==> src/rtl/radio_seq_pkg.sv <==
// Shared types for the slot sequencer.
package radio_seq_pkg;
    typedef enum logic [2:0] {
        ST_OFF,    // power-down, all lines idle
        ST_PWRUP,  // supplies settling
        ST_PROG,   // serial word transfer
        ST_LOCK,   // synthesizer settling
        ST_RX,     // receive slot
        ST_TX,     // transmit slot
        ST_DOWN    // transmit off, power lines still high
    } seq_state_t;
endpackage

==> src/rtl/settle_timer.sv <==
// Counts cycles while run is high and flags the last cycle of a window of
// `limit` cycles. Assumes limit >= 1 and that run drops between windows.
module settle_timer #(
    parameter int CNT_W = 16
) (
    input  logic             clk,
    input  logic             rst_n,
    input  logic             run,
    input  logic [CNT_W-1:0] limit,
    output logic             done
);
    logic [CNT_W-1:0] cnt;

    // Count up while running, clear otherwise.
    always_ff @(posedge clk) begin
        if (!rst_n || !run) cnt <= '0;
        else                cnt <= cnt + 1'b1;
    end

    // Last cycle of the window.
    assign done = run && (cnt == limit - 1'b1);
endmodule

==> src/rtl/serial_prog.sv <==
// Three-wire word transfer. While go is high, enable is low. The word goes out
// MSB first; data changes while the clock is low and holds while it is high.
// The transfer is 2*WORD_W+1 half periods of SCK_HALF cycles, and done marks
// its final cycle. Assumes go stays high until done and the word is stable.
module serial_prog #(
    parameter int WORD_W   = 16,
    parameter int SCK_HALF = 2
) (
    input  logic              clk,
    input  logic              rst_n,
    input  logic              go,
    input  logic [WORD_W-1:0] word,
    output logic              ser_en,
    output logic              ser_clk,
    output logic              ser_data,
    output logic              done
);
    localparam int H_LAST = 2 * WORD_W;
    localparam int HW     = $clog2(H_LAST + 1);
    localparam int SW     = (SCK_HALF > 1) ? $clog2(SCK_HALF) : 1;
    localparam int IDXW   = (WORD_W > 1) ? $clog2(WORD_W) : 1;

    logic [HW-1:0]   half_idx;
    logic [SW-1:0]   sub_cnt;
    logic            half_end;
    logic            last_half;
    logic [IDXW-1:0] bit_sel;

    assign half_end  = (sub_cnt == SW'(SCK_HALF - 1));
    assign last_half = (half_idx == HW'(H_LAST));

    // Step through clock half periods while a transfer is running.
    always_ff @(posedge clk) begin
        if (!rst_n || !go) begin
            half_idx <= '0;
            sub_cnt  <= '0;
        end else if (half_end) begin
            sub_cnt <= '0;
            if (!last_half) half_idx <= half_idx + 1'b1;
        end else begin
            sub_cnt <= sub_cnt + 1'b1;
        end
    end

    // Bit currently on the line: both halves of bit i use the same index.
    assign bit_sel  = IDXW'(WORD_W - 1) - IDXW'(half_idx[HW-1:1]);
    assign ser_en   = !go;
    assign ser_clk  = go && half_idx[0];
    assign ser_data = go && !last_half && word[bit_sel];
    assign done     = go && last_half && half_end;
endmodule

==> src/rtl/tx_preamble.sv <==
// Transmit data source. On the first cycle of go it starts an alternating
// 1,0,1,0 preamble of PRE_BITS bits of BIT_DIV cycles each, then passes
// the payload through. The output is low while go is low.
module tx_preamble #(
    parameter int PRE_BITS = 8,
    parameter int BIT_DIV  = 3
) (
    input  logic clk,
    input  logic rst_n,
    input  logic go,
    input  logic payload,
    output logic tx_data
);
    localparam int BW = $clog2(PRE_BITS + 1);
    localparam int DW = (BIT_DIV > 1) ? $clog2(BIT_DIV) : 1;

    logic [BW-1:0] bit_cnt;
    logic [DW-1:0] div_cnt;
    logic          in_pre;

    assign in_pre = (bit_cnt < BW'(PRE_BITS));

    // Time each preamble bit and count bits until the preamble ends.
    always_ff @(posedge clk) begin
        if (!rst_n || !go) begin
            bit_cnt <= '0;
            div_cnt <= '0;
        end else if (in_pre) begin
            if (div_cnt == DW'(BIT_DIV - 1)) begin
                div_cnt <= '0;
                bit_cnt <= bit_cnt + 1'b1;
            end else begin
                div_cnt <= div_cnt + 1'b1;
            end
        end
    end

    // Even-numbered preamble bits are 1.
    assign tx_data = go && (in_pre ? !bit_cnt[0] : payload);
endmodule

==> src/rtl/radio_slot_seq.sv <==
// Slot sequencer top. It powers the radio, waits for the supplies, programs the
// channel word, waits for the synthesizer, and then holds a receive or
// transmit slot until stopped. The block clock is the reference clock and all
// waits are counted in it. Assumes WORD_W >= CHAN_W + DEV_W + 1 and that
// start and stop are one-cycle pulses.
module radio_slot_seq
    import radio_seq_pkg::*;
#(
    parameter int CLK_KHZ       = 100_000,
    parameter int PWR_SETTLE_NS = 40_000,
    parameter int PLL_SETTLE_NS = 200_000,
    parameter int WORD_W        = 16,
    parameter int CHAN_W        = 7,
    parameter int DEV_W         = 3,
    parameter int SCK_HALF      = 2,
    parameter int PRE_BITS      = 8,
    parameter int BIT_DIV       = 3
) (
    input  logic              clk,
    input  logic              rst_n,
    input  logic              cmd_start,
    input  logic              cmd_tx,
    input  logic              cmd_stop,
    input  logic [CHAN_W-1:0] chan_sel,
    input  logic [DEV_W-1:0]  dev_sel,
    input  logic              clk_rec_en,
    input  logic              tx_payload,
    output logic              pu_reg,
    output logic              pu_trx,
    output logic              ser_en,
    output logic              ser_clk,
    output logic              ser_data,
    output logic              ref_clk_en,
    output logic              tx_on,
    output logic              tx_data,
    output logic              rx_slot
);
    localparam int PWR_CYC = int'((64'(PWR_SETTLE_NS) * 64'(CLK_KHZ) + 64'd999_999) / 64'd1_000_000);
    localparam int PLL_CYC = int'((64'(PLL_SETTLE_NS) * 64'(CLK_KHZ) + 64'd999_999) / 64'd1_000_000);
    localparam int MAX_CYC = (PWR_CYC > PLL_CYC) ? PWR_CYC : PLL_CYC;
    localparam int CNT_W   = $clog2(MAX_CYC + 1);

    seq_state_t        state, state_nx;
    logic              dir_tx;
    logic [WORD_W-1:0] word_q, word_nx;
    logic              timer_run, timer_done;
    logic [CNT_W-1:0]  timer_lim;
    logic              prog_done;

    // Build the serial word from the command inputs.
    always_comb begin
        word_nx             = '0;
        word_nx[CHAN_W-1:0] = chan_sel;
        word_nx[WORD_W-1]   = cmd_tx;
        if (cmd_tx) word_nx[CHAN_W+DEV_W-1:CHAN_W] = dev_sel;
        else        word_nx[CHAN_W]                = clk_rec_en;
    end

    // Capture direction and word when a start is accepted.
    always_ff @(posedge clk) begin
        if (!rst_n) begin
            dir_tx <= 1'b0;
            word_q <= '0;
        end else if (state == ST_OFF && cmd_start) begin
            dir_tx <= cmd_tx;
            word_q <= word_nx;
        end
    end

    // Next-state logic; stop has priority over every other event.
    always_comb begin
        state_nx = state;
        unique case (state)
            ST_OFF:   if (cmd_start) state_nx = ST_PWRUP;
            ST_PWRUP: if (cmd_stop) state_nx = ST_DOWN;
                      else if (timer_done) state_nx = ST_PROG;
            ST_PROG:  if (cmd_stop) state_nx = ST_DOWN;
                      else if (prog_done) state_nx = ST_LOCK;
            ST_LOCK:  if (cmd_stop) state_nx = ST_DOWN;
                      else if (timer_done) state_nx = dir_tx ? ST_TX : ST_RX;
            ST_RX,
            ST_TX:    if (cmd_stop) state_nx = ST_DOWN;
            ST_DOWN:  state_nx = ST_OFF;
            default:  state_nx = ST_OFF;
        endcase
    end

    // State register.
    always_ff @(posedge clk) begin
        if (!rst_n) state <= ST_OFF;
        else        state <= state_nx;
    end

    // One timer serves both settling windows.
    assign timer_run = (state == ST_PWRUP) || (state == ST_LOCK);
    assign timer_lim = (state == ST_PWRUP) ? CNT_W'(PWR_CYC) : CNT_W'(PLL_CYC);

    settle_timer #(.CNT_W(CNT_W)) u_timer (
        .clk   (clk),
        .rst_n (rst_n),
        .run   (timer_run),
        .limit (timer_lim),
        .done  (timer_done)
    );

    serial_prog #(.WORD_W(WORD_W), .SCK_HALF(SCK_HALF)) u_ser (
        .clk      (clk),
        .rst_n    (rst_n),
        .go       (state == ST_PROG),
        .word     (word_q),
        .ser_en   (ser_en),
        .ser_clk  (ser_clk),
        .ser_data (ser_data),
        .done     (prog_done)
    );

    tx_preamble #(.PRE_BITS(PRE_BITS), .BIT_DIV(BIT_DIV)) u_pre (
        .clk     (clk),
        .rst_n   (rst_n),
        .go      (state == ST_TX),
        .payload (tx_payload),
        .tx_data (tx_data)
    );

    // Output decode from the state register.
    assign pu_reg     = (state != ST_OFF);
    assign pu_trx     = (state != ST_OFF);
    assign ref_clk_en = (state == ST_PROG) || (state == ST_LOCK) ||
                        (state == ST_RX)   || (state == ST_TX);
    assign tx_on      = (state == ST_TX);
    assign rx_slot    = (state == ST_RX);
endmodule

==> config.mk <==
export PLATFORM = sky130hd
export DESIGN_NAME = radio_slot_seq
export DESIGN_NICKNAME = d
export VERILOG_FILES = /design/src/rtl/radio_seq_pkg.sv /design/src/rtl/settle_timer.sv /design/src/rtl/serial_prog.sv /design/src/rtl/tx_preamble.sv /design/src/rtl/radio_slot_seq.sv
export SDC_FILE = /design/constraint.sdc
export NUM_CORES = 1
export LEC_CHECK = 0
export ABC_AREA = 1
export BUFFER_PORTS_ARGS = -buffer_cell sky130_fd_sc_hd__buf_4
export CAP_MARGIN = 20
export CORE_ASPECT_RATIO = 0.6
export CORE_MARGIN = 2
export CORE_UTILIZATION = 49
export CTS_BUF_LIST = sky130_fd_sc_hd__clkbuf_8
export DETAILED_ROUTE_END_ITERATION = 10
export PLACE_DENSITY = 0.69
export SLEW_MARGIN = 20
export SYNTH_ARGS = -nofsm -noshare
export SYNTH_HDL_FRONTEND = slang
export SYNTH_SLANG_ARGS = --single-unit
==> constraint.sdc <==
create_clock -name clk -period 4.1 [get_ports clk]
set_input_delay 0.205 -clock clk [delete_from_list [all_inputs] [get_ports clk]]
set_output_delay 0.205 -clock clk [all_outputs]
set_load 0.005 [all_outputs]
==> flow_summary.toml <==
[detailed_routing]
wl_per_cell_um = 12.2
drc = 0
final_antenna_net_count = 0
firstDrtPassIters = 4
drt-initial-drc-count = 95
drt-total-wl_mm = 4.40
vias = 1860
avgViaCountPerCell = 5.18

[synth]
yosys.area.top_type = "dfxtp_1"
ys_ff_latch = 42
synthAdderAreaFrac_pct = 2.49
synth-simple-area-share_pct = 29.4
syn-num-nets = 304
async_reset_ff_share_pct = 0
synth.area.top_cells = "dfxtp_1 42%, nand2_1 10%, a21oi_1 8.7%, inv_1 6.4%, nor2_1 6.2%"
ys_seq_area_share_pct = 41.9
syn_inst = 283
syn_area_sq_mm = 0.00201
synth_xor_area_share_pct = 1.75
synth_compound_area_share_pct = 16.0
synth_edf_count = 0
ys_types = 32
yosys.area.top_type_share_pct = 41.9
yosysMostFrequentCell = "nand2_1"
postSynthAreaPerCell_sq_um = 7.09
synth_flop_cell = "dfxtp_1"
yosys_warnings = 0
synthMuxAreaShare_pct = 0.499
ys_top_cells_by_count = "56 x nand2_1, 42 x dfxtp_1, 35 x a21oi_1"
synth_top_family_by_area = "simple AND/OR/NAND/NOR gates"

[place]
placed_area_sq_mm = 0.00223
gp_congestion = 0.847
place_ws_ps = 2440
hpwl_mm = 3.37
portBuffers = 25

[flow_run]
max-cap-violations = 0

[power_and_ir_drop]
ir_worst_vdd_v = 0.000209
p_per_area_mw_per_mm2 = 504
p_leak_nw = 0.942

[sta]
finalHoldViolations = 0
rsz0062_at_grt = "no"
final-setup-viol-count = 0
fin_ws_ps = 2240
tightestPinTransition_ps = 533
slew_headroom_pct = 64.2
finClkSkew_ps = 2.35
period_share_pct = 45.4
period_needed_ps = 1860
fmax_mhz = 538
fin_tns_setup_ps = 0
slew_viol_final = 0

[clock_tree]
cts_tree = "built"
cts_buffer_depth = 2
postCtsHoldBufs = 0
numCtsBuffers = 5
cts_root_buffer = "clkbuf_8"
clk_pin_slew_worst_paths_ps = 80
cts_htree_levels = 2
cts_resized = 0
post_cts_buffers = 0
clock_latency_ps = 300
cts_sinks = 42

[grt]
grt_max_degree = 14
grt_pass1_wl_mm = 7.57
antenna_found_initial = 0
first_global_vias = 1605
grt_overflow = 0
track_usage_pct = 21.9

[critical_path]
worst_setup_path_start_kind = "register"
cp.buffers_inverters = 3
crit_slowest_cell = "dfxtp_1"
cp.required_ps = 3890
critPathMaxStageDelay_ps = 480
crit_path_frequent_cell = "nand3_1"
critPathMaxFanout = 9
cp_top_family = "flip-flops"
cp_cell_sequence = "inv_1 -> a21oi_1 -> o21ai_0 -> nand2_1 -> nand3_1 -> nand3_1 -> nand3_1 -> inv_1 -> buf_4"
endpoint_kind = "primary output"
arrival_ps = 1660
path_class = "reg2out"

[die]
die_y_um = 53.6
start_util_pct = 53.0
core_area_sq_mm = 0.00379
rows = 17
dieArea_sq_mm = 0.00464
die_x_um = 86.6
io_pins = 26

[cells_and_area]
postLayoutCellArea_sq_mm = 0.00237
nets = 332
antenna_cells = 0
syn_to_final_growth_pct = 18.2
drive_above_1_share_pct = 15.1
fillers = 353

[outcome]
outcome = "finished clean"

[worst_hold_path]
hold_class = "in2reg"
==> flip-flops by register name, summed over array words and instances, names as in the netlist <==
register and cells:
word_q 10, u_ser.half_end 1, u_timer.cnt 15, dir_tx 1, u_pre.bit_cnt 4, state 3
u_ser.half_idx 6, u_pre.div_cnt 2
==> tightest hold or removal path, cell delays in order <==
cell,delay (ps)
buf_4,100
nand2_1,50
a21oi_1,50
==> layout by cell type (no fill, tap or decap), drive strengths merged, types with 2 or more instances in the layout <==
master / netlist / routed
nand3: 23 / 23
nand4: 3 / 3
bufinv: 0 / 2
nor3: 3 / 3
xnor2: 2 / 2
nor2: 38 / 38
nand2: 59 / 59
ha: 4 / 4
a31oi: 2 / 2
inv: 36 / 36
buf: 3 / 25
a21oi: 37 / 37
o21ai: 19 / 19
dfxtp: 42 / 42
xor2: 2 / 2
clkbuf: 1 / 6
==> metal layers <==
layer  up-vias  global-route usage, %  routed length (um)
li1        981                      -                   -
met1       810                   34.2                2480
met2        61                   27.1                1520
met3         8                   5.21                 317
met4         0                   10.7                  79
met5         -                      0                   0
==> cells by family after synthesis <==
family | after synthesis
and+or+nand+nor | 131
AOI/OAI and AO/OA | 61
DFF | 42
buffers and inverters | 40
xor gates and xnor gates | 4
adders and majority gates | 4
muxes | 1
==> path summary, 6_finish.rpt <==
check | end | cells past startpoint | start | slack [ps]
max | ser_data | 9 | u_ser.half_idx[1] | 2240
min | word_q[6] | 3 | chan_sel[6] | 150
max reg2reg | u_ser.half_idx[5] | 8 | u_ser.half_idx[1] | 2410
min reg2reg | u_ser.half_end | 1 | u_ser.half_end | 450
==> area by class of cell <==
type / instances / area, sq um / area share, %
Tap cell: 47 / 58.8 / 2.48
Inverter: 36 / 135 / 5.70
Sequential cell: 42 / 841 / 35.4
Clock inverter: 2 / 60.1 / 2.53
Timing Repair Buffer: 25 / 188 / 7.91
Multi-Input combinational cell: 201 / 1010 / 42.5
Clock buffer: 6 / 82.6 / 3.48
==> metrics by stage <==
step | hold slack, ps | power, mW | std cells | utilization (%)
2_1_floorplan | 343 | 0.699 | 283 | -
3_3_place_gp | 436 | 0.791 | 351 | 58.9
3_5_place_dp | 437 | 0.795 | 351 | 58.9
4_1_cts | 138 | 1.21 | 359 | 62.7
5_1_grt | 149 | 1.27 | 359 | 62.7
6_report | 150 | 1.20 | 359 | 62.7
==> where the power goes <==
part / switching (mW) / internal (mW)
Sequential: 0.0362 / 0.449
Combinational: 0.182 / 0.119
Clock: 0.150 / 0.260
(Power assumes the default switching activity.)
